### config.mk
export PLATFORM = sky130hd
export DESIGN_NAME = serialFrameRx
export DESIGN_NICKNAME = d
export VERILOG_FILES = /design/src/rtl/serialFrameRxPkg.sv /design/src/rtl/serialFrameRxSync.sv /design/src/rtl/serialFrameRxCtrl.sv /design/src/rtl/serialFrameRxPath.sv /design/src/rtl/serialFrameRx.sv
export SDC_FILE = /design/constraint.sdc
export NUM_CORES = 1
export LEC_CHECK = 0
export BUFFER_PORTS_ARGS = -buffer_cell sky130_fd_sc_hd__buf_4
export CAP_MARGIN = 25
export CORE_ASPECT_RATIO = 1.25
export CORE_MARGIN = 1.5
export CORE_UTILIZATION = 45
export DETAILED_ROUTE_END_ITERATION = 7
export GPL_TIMING_DRIVEN = 0
export MAX_ROUTING_LAYER = met4
export PLACE_DENSITY = 0.68
export SYNTH_ARGS = -nofsm -noshare
export SYNTH_HDL_FRONTEND = slang
export SYNTH_SLANG_ARGS = --single-unit
### constraint.sdc
create_clock -name clk -period 1.7 [get_ports clk]
set_input_delay 0.255 -clock clk [delete_from_list [all_inputs] [get_ports clk]]
set_output_delay 0.255 -clock clk [all_outputs]
set_load 0.01 [all_outputs]
### src/rtl/serialFrameRxPkg.sv
package serialFrameRxPkg;

  typedef enum logic {
    PH_ADDR = 1'b0,
    PH_PAY  = 1'b1
  } rxPhase_t;

  typedef struct packed {
    logic shiftAddr;
    logic shiftPay;
    logic payStart;
    logic frameEnd;
    logic commit;
  } rxStrb_t;

endpackage

### src/rtl/serialFrameRxSync.sv
module serialFrameRxSync #(
  parameter int WIDTH  = 3,
  parameter int STAGES = 2
) (
  input  logic             clk,
  input  logic             rstN,
  input  logic [WIDTH-1:0] asyncIn,
  output logic [WIDTH-1:0] syncOut
);

  logic [WIDTH-1:0] stage [STAGES];

  always_ff @(posedge clk) begin
    if (!rstN) stage[0] <= '0;
    else       stage[0] <= asyncIn;
  end

  for (genvar s = 1; s < STAGES; s++) begin : gStage
    always_ff @(posedge clk) begin
      if (!rstN) stage[s] <= '0;
      else       stage[s] <= stage[s-1];
    end
  end

  assign syncOut = stage[STAGES-1];

endmodule

### src/rtl/serialFrameRxCtrl.sv
module serialFrameRxCtrl
  import serialFrameRxPkg::*;
#(
  parameter int PAY_W = 40
) (
  input  logic    clk,
  input  logic    rstN,
  input  logic    ceS,
  input  logic    sclkS,
  output rxStrb_t strb
);

  localparam int CNT_W = $clog2(PAY_W + 2);
  localparam logic [CNT_W-1:0] CNT_FULL = CNT_W'(PAY_W);
  localparam logic [CNT_W-1:0] CNT_OVER = CNT_W'(PAY_W + 1);

  rxPhase_t phase;
  logic     sclkQ;
  logic     sclkRise;
  logic [CNT_W-1:0] bitCnt;

  assign sclkRise = sclkS && !sclkQ;

  always_comb begin
    strb           = '0;
    strb.payStart  = (phase == PH_ADDR) && ceS;
    strb.frameEnd  = (phase == PH_PAY) && !ceS;
    strb.shiftAddr = sclkRise && (phase == PH_ADDR) && !ceS;
    strb.shiftPay  = sclkRise && (phase == PH_PAY) && ceS;
    strb.commit    = strb.frameEnd && (bitCnt == CNT_FULL);
  end

  always_ff @(posedge clk) begin
    if (!rstN) begin
      phase  <= PH_ADDR;
      sclkQ  <= 1'b0;
      bitCnt <= '0;
    end else begin
      sclkQ <= sclkS;
      phase <= ceS ? PH_PAY : PH_ADDR;
      if (strb.payStart)
        bitCnt <= '0;
      else if (strb.shiftPay && bitCnt != CNT_OVER)
        bitCnt <= bitCnt + 1'b1;
    end
  end

endmodule

### src/rtl/serialFrameRxPath.sv
module serialFrameRxPath
  import serialFrameRxPkg::*;
#(
  parameter int          ADDR_W   = 8,
  parameter logic [7:0]  DEV_ADDR = 8'h4F,
  parameter int          HALF_W   = 32,
  parameter int          PAY_W    = 40,
  parameter int          CTRL_W   = 6
) (
  input  logic                clk,
  input  logic                rstN,
  input  rxStrb_t             strb,
  input  logic                datS,
  output logic [2*HALF_W-1:0] dispReg,
  output logic [CTRL_W-1:0]   ctrlReg,
  output logic                loSeen,
  output logic                hiSeen
);

  localparam int DISP_W   = 2 * HALF_W;
  localparam int CTRL_LSB = HALF_W + 1;
  localparam int DIR_POS  = PAY_W - 1;

  logic [ADDR_W-1:0] addrSh;
  logic              matchQ;
  logic [PAY_W-1:0]  paySh;
  logic              dirBit;
  logic              unusedPad;

  assign dirBit    = paySh[DIR_POS];
  assign unusedPad = paySh[HALF_W];

  always_ff @(posedge clk) begin
    if (!rstN) begin
      addrSh <= '0;
      matchQ <= 1'b0;
      paySh  <= '0;
    end else begin
      if (strb.frameEnd)
        addrSh <= '0;
      else if (strb.shiftAddr)
        addrSh <= {datS, addrSh[ADDR_W-1:1]};
      if (strb.payStart)
        matchQ <= (addrSh == ADDR_W'(DEV_ADDR));
      if (strb.shiftPay)
        paySh <= {datS, paySh[PAY_W-1:1]};
    end
  end

  always_ff @(posedge clk) begin
    if (!rstN) begin
      dispReg <= '0;
      ctrlReg <= '0;
      loSeen  <= 1'b0;
      hiSeen  <= 1'b0;
    end else if (strb.commit && matchQ) begin
      if (dirBit) begin
        dispReg[DISP_W-1:HALF_W] <= paySh[HALF_W-1:0];
        hiSeen <= 1'b1;
      end else begin
        dispReg[HALF_W-1:0] <= paySh[HALF_W-1:0];
        ctrlReg <= paySh[CTRL_LSB +: CTRL_W];
        loSeen  <= 1'b1;
      end
    end
  end

endmodule

### src/rtl/serialFrameRx.sv
module serialFrameRx
  import serialFrameRxPkg::*;
#(
  parameter int         HALF_W      = 32,
  parameter logic [7:0] DEV_ADDR    = 8'h4F,
  parameter int         SYNC_STAGES = 2
) (
  input  logic                clk,
  input  logic                rstN,
  input  logic                selIn,
  input  logic                sclkIn,
  input  logic                sdatIn,
  output logic [2*HALF_W-1:0] dispBits,
  output logic [2:0]          portMode,
  output logic                biasHalf,
  output logic                segOff,
  output logic                powerSave,
  output logic                loValid,
  output logic                hiValid
);

  localparam int ADDR_W = 8;
  localparam int CTRL_W = 6;
  localparam int PAY_W  = HALF_W + CTRL_W + 2;
  localparam int DISP_W = 2 * HALF_W;

  logic [2:0]        syncV;
  logic              ceS;
  logic              sclkS;
  logic              datS;
  rxStrb_t           strb;
  logic [CTRL_W-1:0] ctrlReg;

  serialFrameRxSync #(.WIDTH(3), .STAGES(SYNC_STAGES)) uSync (
    .clk    (clk),
    .rstN   (rstN),
    .asyncIn({selIn, sclkIn, sdatIn}),
    .syncOut(syncV)
  );

  assign {ceS, sclkS, datS} = syncV;

  serialFrameRxCtrl #(.PAY_W(PAY_W)) uCtrl (
    .clk  (clk),
    .rstN (rstN),
    .ceS  (ceS),
    .sclkS(sclkS),
    .strb (strb)
  );

  serialFrameRxPath #(
    .ADDR_W  (ADDR_W),
    .DEV_ADDR(DEV_ADDR),
    .HALF_W  (HALF_W),
    .PAY_W   (PAY_W),
    .CTRL_W  (CTRL_W)
  ) uPath (
    .clk    (clk),
    .rstN   (rstN),
    .strb   (strb),
    .datS   (datS),
    .dispReg(dispBits),
    .ctrlReg(ctrlReg),
    .loSeen (loValid),
    .hiSeen (hiValid)
  );

  assign portMode  = ctrlReg[2:0];
  assign biasHalf  = ctrlReg[3];
  assign segOff    = ctrlReg[4];
  assign powerSave = ctrlReg[5];

endmodule

==> flow_metrics.env, run 1 <==
export IMPL_outcome="finished with violations"
export IMPL_violations="DRC"
export IMPL_io_buffer_count=75
export IMPL_post_route_min_period_ns=1.599
export IMPL_synth_area_leaders="dfxtp_1 52%, nand2_1 15%, mux2i_1 14%"
export IMPL_min_to="uSync.stage[0][1]$_SDFF_PN0_"
export IMPL_grtUsageTotal_pct=19.96
export IMPL_synthXorXnorAreaFrac_pct=0
export IMPL_gr_total_overflow=0
export IMPL_firstDrtPassIters=7
export IMPL_setup_tns_ns=0
export IMPL_syn_inst=554
export IMPL_clock_skew_ns=0.009539
export IMPL_maxCapViolations=0
export IMPL_layout_common_cells="207 x nand2_1, 133 x dfxtp_1, 81 x buf_4"
export IMPL_synthToLayoutAreaGrowth_pct=26.71
export IMPL_drt_iter0_markers=158
export IMPL_die_w_um=98.76
export IMPL_netSwitchingPower_uw=1427
export IMPL_power_frac_comb_pct=1.7
export IMPL_stdcell_count=797
export IMPL_synth_top_area_cell="dfxtp_1"
export IMPL_antenna_found_initial=0
export IMPL_whs_ns=0.04979
export IMPL_max_freq_ghz=0.6252
export IMPL_synthAdderAreaFrac_pct=0.7278
export IMPL_synth_avg_cell_area_um2=9.309
export IMPL_holdPathStages=2
export IMPL_synth_top_family_by_area="simple AND/OR/NAND/NOR gates"
export IMPL_synth_fp_nets=562
export IMPL_drc=6
export IMPL_drtAntennaViolNets=0
export IMPL_rsz0062_at_grt="true"
export IMPL_swShare_pct=20.32
export IMPL_layout_nets=657
export IMPL_synth_top_cell_area_share_pct=52.40
export IMPL_synth_compound_area_share_pct=8.127
export IMPL_antenna_cells=0
export IMPL_ioPinCount=77
export IMPL_wl_per_cell_um=13.71
export IMPL_cts_made_buffers=17
export IMPL_grt_first_pass_wirelength_um=18530
export IMPL_clkSinkCount=135
export IMPL_rrSetupSlack_ns=0.10
export IMPL_synth_seq_area_share_pct=52.40
export IMPL_p_leak_uw=0.002576
export IMPL_cts_root_buf="clkbuf_16"
export IMPL_routed_wl_um=10920
export IMPL_worst_ir_drop_vdd_v=0.0006749
export IMPL_r2r_end="uPath.dispReg[37]$_SDFFE_PN0P_"
export IMPL_finalMaxSlewViolations=0
export IMPL_total_power_uw=7019
export IMPL_crit_type="reg2reg"
export IMPL_cp_start_kind="flop"
export IMPL_start_util_pct=46.31
export IMPL_multi_input_area_um2=2210
export IMPL_dr_total_vias=3987
export IMPL_end_kind="flop"
export IMPL_viasPerCell=5.003
export IMPL_dp_cells=764
export IMPL_seq_area_um2=2705
export IMPL_cp_data_required_time_ns=2.00
export IMPL_hpwl_um=7550
export IMPL_worstRegToRegCells=7
export IMPL_setup_viol=0
export IMPL_clk_path_buf_depth=2
export IMPL_die_area_um2=12120
export IMPL_cp_max_fo=10
export IMPL_drive_gt1_share_pct=20.09
export IMPL_core_um2=11140
export IMPL_syn_area_um2=5157
export IMPL_h_tree_depth=4
export IMPL_tritoncts="yes"
export IMPL_fill_cells=943
export IMPL_clkLatencyLatePin_ns=0.41
export IMPL_slew_headroom_pct=56.92
export IMPL_std_cell_rows=43
export IMPL_hold_path_class="in2reg"
export IMPL_intPower_uw=5593
export IMPL_power_density_nw_per_um2=1074
export IMPL_yosysWarnings=0
export IMPL_muxShareOfSynthArea_pct=14.17
export IMPL_crit_arrival_ns=1.89
export IMPL_worstMarginPinSlew_ns=0.6445
export IMPL_final_hold_violation_count=0
export IMPL_cts_clk_slew_worst_paths_ns=0.06
export IMPL_ys_ff_latch=135
export IMPL_gp_congestion=0.7777
export IMPL_hold_start="sclkIn"
export IMPL_die_h_um=122.7
export IMPL_finish_utilization_pct=58.68
export IMPL_final_common_cell="nand2_1"
export IMPL_synth_cell_type_count=35
export IMPL_r2r_start="uCtrl.bitCnt[0]$_SDFFE_PP0P_"
export IMPL_yosys_area_share_simple_pct=19.67
export IMPL_seqPwrFrac_pct=45.2
export IMPL_grt_max_degree=20
export IMPL_grt_pass1_vias=3920
export IMPL_cts_hold_buf=0
export IMPL_clockPowerShare_pct=53.0
export IMPL_period_share_pct=94.09
through the flow:
step,area (µm²),setup slack [ns]
6_report,6535,0.1006
5_1_grt,6535,-0.02154
4_1_cts,6497,0.02877
3_5_place_dp,5889,-0.02027
3_3_place_gp,5889,-0.007222
2_1_floorplan,5157,0.2258
critical path, cell delays in order, from the launching register on:
cell      delay [ns]
dfxtp_2         0.35
inv_1           0.08
ha_1            0.15
nand4b_1        0.12
or3_1           0.34
buf_6           0.16
buf_12          0.15
mux2i_2         0.15
kinds of logic (layout without fill, tap and decap cells):
family	count (synthesis)	in the layout
AO/OA/AOI/OAI	60	60
adder cells (fa/ha/maj)	3	3
buffers and inverters	46	154
flip-flops	135	135
multiplexers	73	73
AND/OR/NAND/NOR	237	237
cells in the mapped netlist:
| cell | number |
|---|---|
| buf_4 | 2 |
| or4bb_1 | 1 |
| nand4bb_4 | 1 |
| nand2b_1 | 1 |
| dfxtp_1 | 135 |
| or3_2 | 1 |
| or4_1 | 1 |
| inv_1 | 7 |
| ha_1 | 3 |
| mux2i_1 | 73 |
| nand3b_1 | 1 |
| or4b_1 | 1 |
| buf_6 | 2 |
| nand4b_1 | 3 |
| and2_1 | 8 |
| o21a_1 | 2 |
| o21ai_0 | 1 |
| and4b_1 | 1 |
| nand2_1 | 207 |
| a21boi_1 | 2 |
| nand4_1 | 1 |
| or3_1 | 2 |
| a21oi_1 | 11 |
| clkbuf_1 | 25 |
| buf_2 | 6 |
| o2111ai_1 | 1 |
| nand3_1 | 6 |
| o31ai_1 | 1 |
| clkbuf_2 | 1 |
| a21boi_0 | 40 |
| nor4b_2 | 1 |
| nor3_2 | 1 |
| a21o_1 | 1 |
| o21ai_1 | 1 |
| buf_12 | 3 |
worst max path at each step:
stage                                             from                             end  slack, ns  depth (start not counted)
after CTS                       uCtrl.phase$_SDFF_PN0_    uPath.paySh[23]$_SDFFE_PN0P_       0.03                          6
after global placement    uCtrl.bitCnt[0]$_SDFFE_PP0P_   uPath.dispReg[8]$_SDFFE_PN0P_     -0.007                          7
after detailed placement  uCtrl.bitCnt[0]$_SDFFE_PP0P_   uPath.dispReg[6]$_SDFFE_PN0P_      -0.02                          7
after floorplan           uCtrl.bitCnt[0]$_SDFFE_PP0P_  uPath.dispReg[34]$_SDFFE_PN0P_       0.23                          7
after global routing      uCtrl.bitCnt[0]$_SDFFE_PP0P_  uPath.dispReg[30]$_SDFFE_PN0P_      -0.02                          6
final                     uCtrl.bitCnt[0]$_SDFFE_PP0P_  uPath.dispReg[37]$_SDFFE_PN0P_       0.10                          7
state kept, by name, summed over array words and instances (netlist names):
signal,count
uPath.matchQ,1
uSync.stage,6
uPath.dispReg,64
uCtrl.phase,1
uPath.addrSh,8
uPath.hiSeen,1
uPath.paySh,40
uCtrl.sclkQ,1
uPath.ctrlReg,6
uCtrl.bitCnt,6
uPath.loSeen,1
cell type report:
cell class                      count  share of cell area [%]
Sequential cell                   135                   41.39
Multi-Input combinational cell    373                   33.81
Clock buffer                       21                   7.046
Tap cell                          135                   2.585
Clock inverter                     11                   2.278
Inverter                            7                  0.4021
Timing Repair Buffer               79                   9.075
Buffer                             36                   3.408
power by group through the flow:
stage	combinational (µW)	sequential (µW)	clock (µW)
after floorplan	80.8	3240	0
after global routing	135	3180	3890
final	120	3180	3720
after CTS	123	3180	3760
after detailed placement	122	3240	0
after global placement	120	3240	0
per-layer routing:
layer	wire length, µm	track usage [%]
met5	0	-
met4	141	6.429
met3	565	5.467
met2	5504	33.88
met1	4712	22.94
what timing repair did:
| action | CTS | global route |
|---|---|---|
| setup endpoints to repair | 9 | 95 |
| setup buffers | 0 | 4 |
| pin swaps | 0 | 1 |
| gates resized for setup | 2 | 11 |
| cloned | 0 | 0 |
No activity file was read; power rests on OpenSTA's default activity.
==> run 2, diff against run 1 <==
Settings changed: SETUP_SLACK_MARGIN set to 0.5.
==> run 2 against run 1 <==
The flow still finishes with violations (DRC). Clock-buffer cell count down 1. Hold slack worse by 0.0013 ns. Highest routed layer unchanged. Flip-flop and latch count did not move. Largest power group unchanged. Global-route usage grew 1.9 points. Core utilization up 7.7 points. Critical endpoint is now uPath.dispReg[56]$_SDFFE_PN0P_. Final cell count rose by 4.1%. Total power shrank 3.2%.
==> flow_metrics.env, run 2 (same netlist as run 1, synthesis figures left out) <==
export IMPL_outcome="finished with violations"
export IMPL_violations="DRC"
export IMPL_post_route_min_period_ns=1.632
export IMPL_pre_cts_ws_ns=0.03281
export IMPL_wl_per_cell_um=15.49
export IMPL_drtAntennaViolNets=0
export IMPL_antenna_cells=0
export IMPL_start_util_pct=46.31
export IMPL_io_buffer_count=75
export IMPL_clkSinkCount=135
export IMPL_slew_headroom_pct=40.90
export IMPL_antenna_found_initial=0
export IMPL_cp_start_kind="flop"
export IMPL_firstDrtPassIters=7
export IMPL_cts_clk_slew_worst_paths_ns=0.06
export IMPL_viasPerCell=5.093
export IMPL_grt_max_degree=17
export IMPL_ioPinCount=77
export IMPL_clk_path_buf_depth=2
export IMPL_drive_gt1_share_pct=33.53
export IMPL_regMostFlops="uPath.dispReg"
export IMPL_dp_cells=764
export IMPL_std_cell_rows=43
export IMPL_die_h_um=122.7
export IMPL_finalMaxSlewViolations=0
export IMPL_clock_skew_ns=0.01053
export IMPL_finalWorstSetupSlack_ns=0.06762
export IMPL_layout_common_cells="181 x nand2_1, 126 x dfxtp_1, 87 x buf_4"
export IMPL_rrSetupSlack_ns=0.07
export IMPL_gr_total_overflow=0
export IMPL_worstMarginPinSlew_ns=0.8806
export IMPL_core_um2=11140
export IMPL_setup_viol=0
export IMPL_cp_data_required_time_ns=2.02
export IMPL_grtUsageTotal_pct=21.86
export IMPL_cts_root_buf="clkbuf_16"
export IMPL_final_hold_violation_count=0
export IMPL_period_share_pct=96.02
export IMPL_p_leak_uw=0.003040
export IMPL_synthToLayoutAreaGrowth_pct=43.38
export IMPL_finish_utilization_pct=66.40
export IMPL_drt_iter0_markers=187
export IMPL_dr_total_vias=4227
export IMPL_tritoncts="yes"
export IMPL_power_density_nw_per_um2=918.7
export IMPL_drc=5
export IMPL_cts_made_buffers=17
export IMPL_die_area_um2=12120
export IMPL_reg_top3="uPath.dispReg (64), uPath.paySh (40), uPath.addrSh (8)"
export IMPL_hpwl_um=7653
export IMPL_die_w_um=98.76
export IMPL_clkLatencyLatePin_ns=0.42
export IMPL_hold_path_class="in2reg"
export IMPL_grt_first_pass_wirelength_um=20010
export IMPL_largest_reg_flops=64
export IMPL_maxCapViolations=0
export IMPL_end_kind="flop"
export IMPL_layout_nets=691
export IMPL_cts_hold_buf=0
export IMPL_crit_arrival_ns=1.96
export IMPL_final_common_cell="nand2_1"
export IMPL_gp_congestion=0.7430
export IMPL_rsz0062_at_grt="true"
export IMPL_cp_max_fo=8
export IMPL_setup_tns_ns=0
export IMPL_stdcell_count=830
export IMPL_max_freq_ghz=0.6126
export IMPL_worst_ir_drop_vdd_v=0.0007275
export IMPL_routed_wl_um=12860
export IMPL_grt_pass1_vias=4202
export IMPL_h_tree_depth=4
export IMPL_crit_type="reg2reg"
-- run 2: cell count changes in the layout (fill, tap and decap cells not counted), sizes merged --
cell,previous run,this run
buf,91,126
bufinv,3,1
clkbuf,45,43
clkinvlp,3,5
clkinv,5,4
inv,7,8
-- run 2: cell type report --
class	instances	area, µm²
fillers	849	3742
flip-flops and latches	135	2716
multi-input cells	373	2485
repair buffers	110	1057
clock buffers	20	466.7
plain buffers	39	371.6
well taps	135	168.9
clock inverters	11	100.1
inverters	7	28.78
-- run 2: worst paths after layout --
path,to,cells after the start,start
max reg2reg,uPath.dispReg[56]$_SDFFE_PN0P_,5,uCtrl.bitCnt[2]$_SDFFE_PP0P_
min reg2reg,uSync.stage[1][0]$_SDFF_PN0_,1,uSync.stage[0][0]$_SDFF_PN0_
min,uSync.stage[0][1]$_SDFF_PN0_,2,sclkIn
max,uPath.dispReg[56]$_SDFFE_PN0P_,5,uCtrl.bitCnt[2]$_SDFFE_PP0P_
-- run 2: per-layer routing --
layer | up-vias | global-route usage (%) | part of all wire [%]
met5 | - | - | 0
met1 | 2029 | 23.61 | 41
met3 | 22 | 4.214 | 3.8
li1 | 2082 | - | -
met2 | 94 | 39.31 | 53
met4 | 0 | 9.018 | 1.9
-- run 2: what timing repair did --
item / in CTS / in global routing
buffers inserted: 16 / 9
gates resized for setup: 74 / 106
pin swaps: 7 / 31
gates cloned: 9 / 1
setup endpoints to repair: 127 / 127
-- run 2: per-stage QoR --
| step | hold slack (ns) | instance area, µm² | power [µW] |
|---|---|---|---|
| floorplan | 0.3823 | 5204 | 3327 |
| global placement | 0.4159 | 5936 | 3368 |
| detailed placement | 0.4177 | 5936 | 3369 |
| CTS | 0.03757 | 7009 | 6818 |
| global route | 0.04792 | 7395 | 6996 |
| finish | 0.04848 | 7395 | 6794 |
-- run 2: critical path, stage by stage (launching register included) --
cell and delay [ns]:
dfxtp_2 0.33, nand4bb_4 0.27, or3_4 0.42, buf_12 0.17
buf_12 0.14, mux2i_1 0.21
-- run 2: power by group --
part           total [µW]  internal (µW)  switching, µW
registers            3180           3170           4.36
clock network        3470           2110           1360
logic                 147           51.2           95.8
total                6790           5340           1460
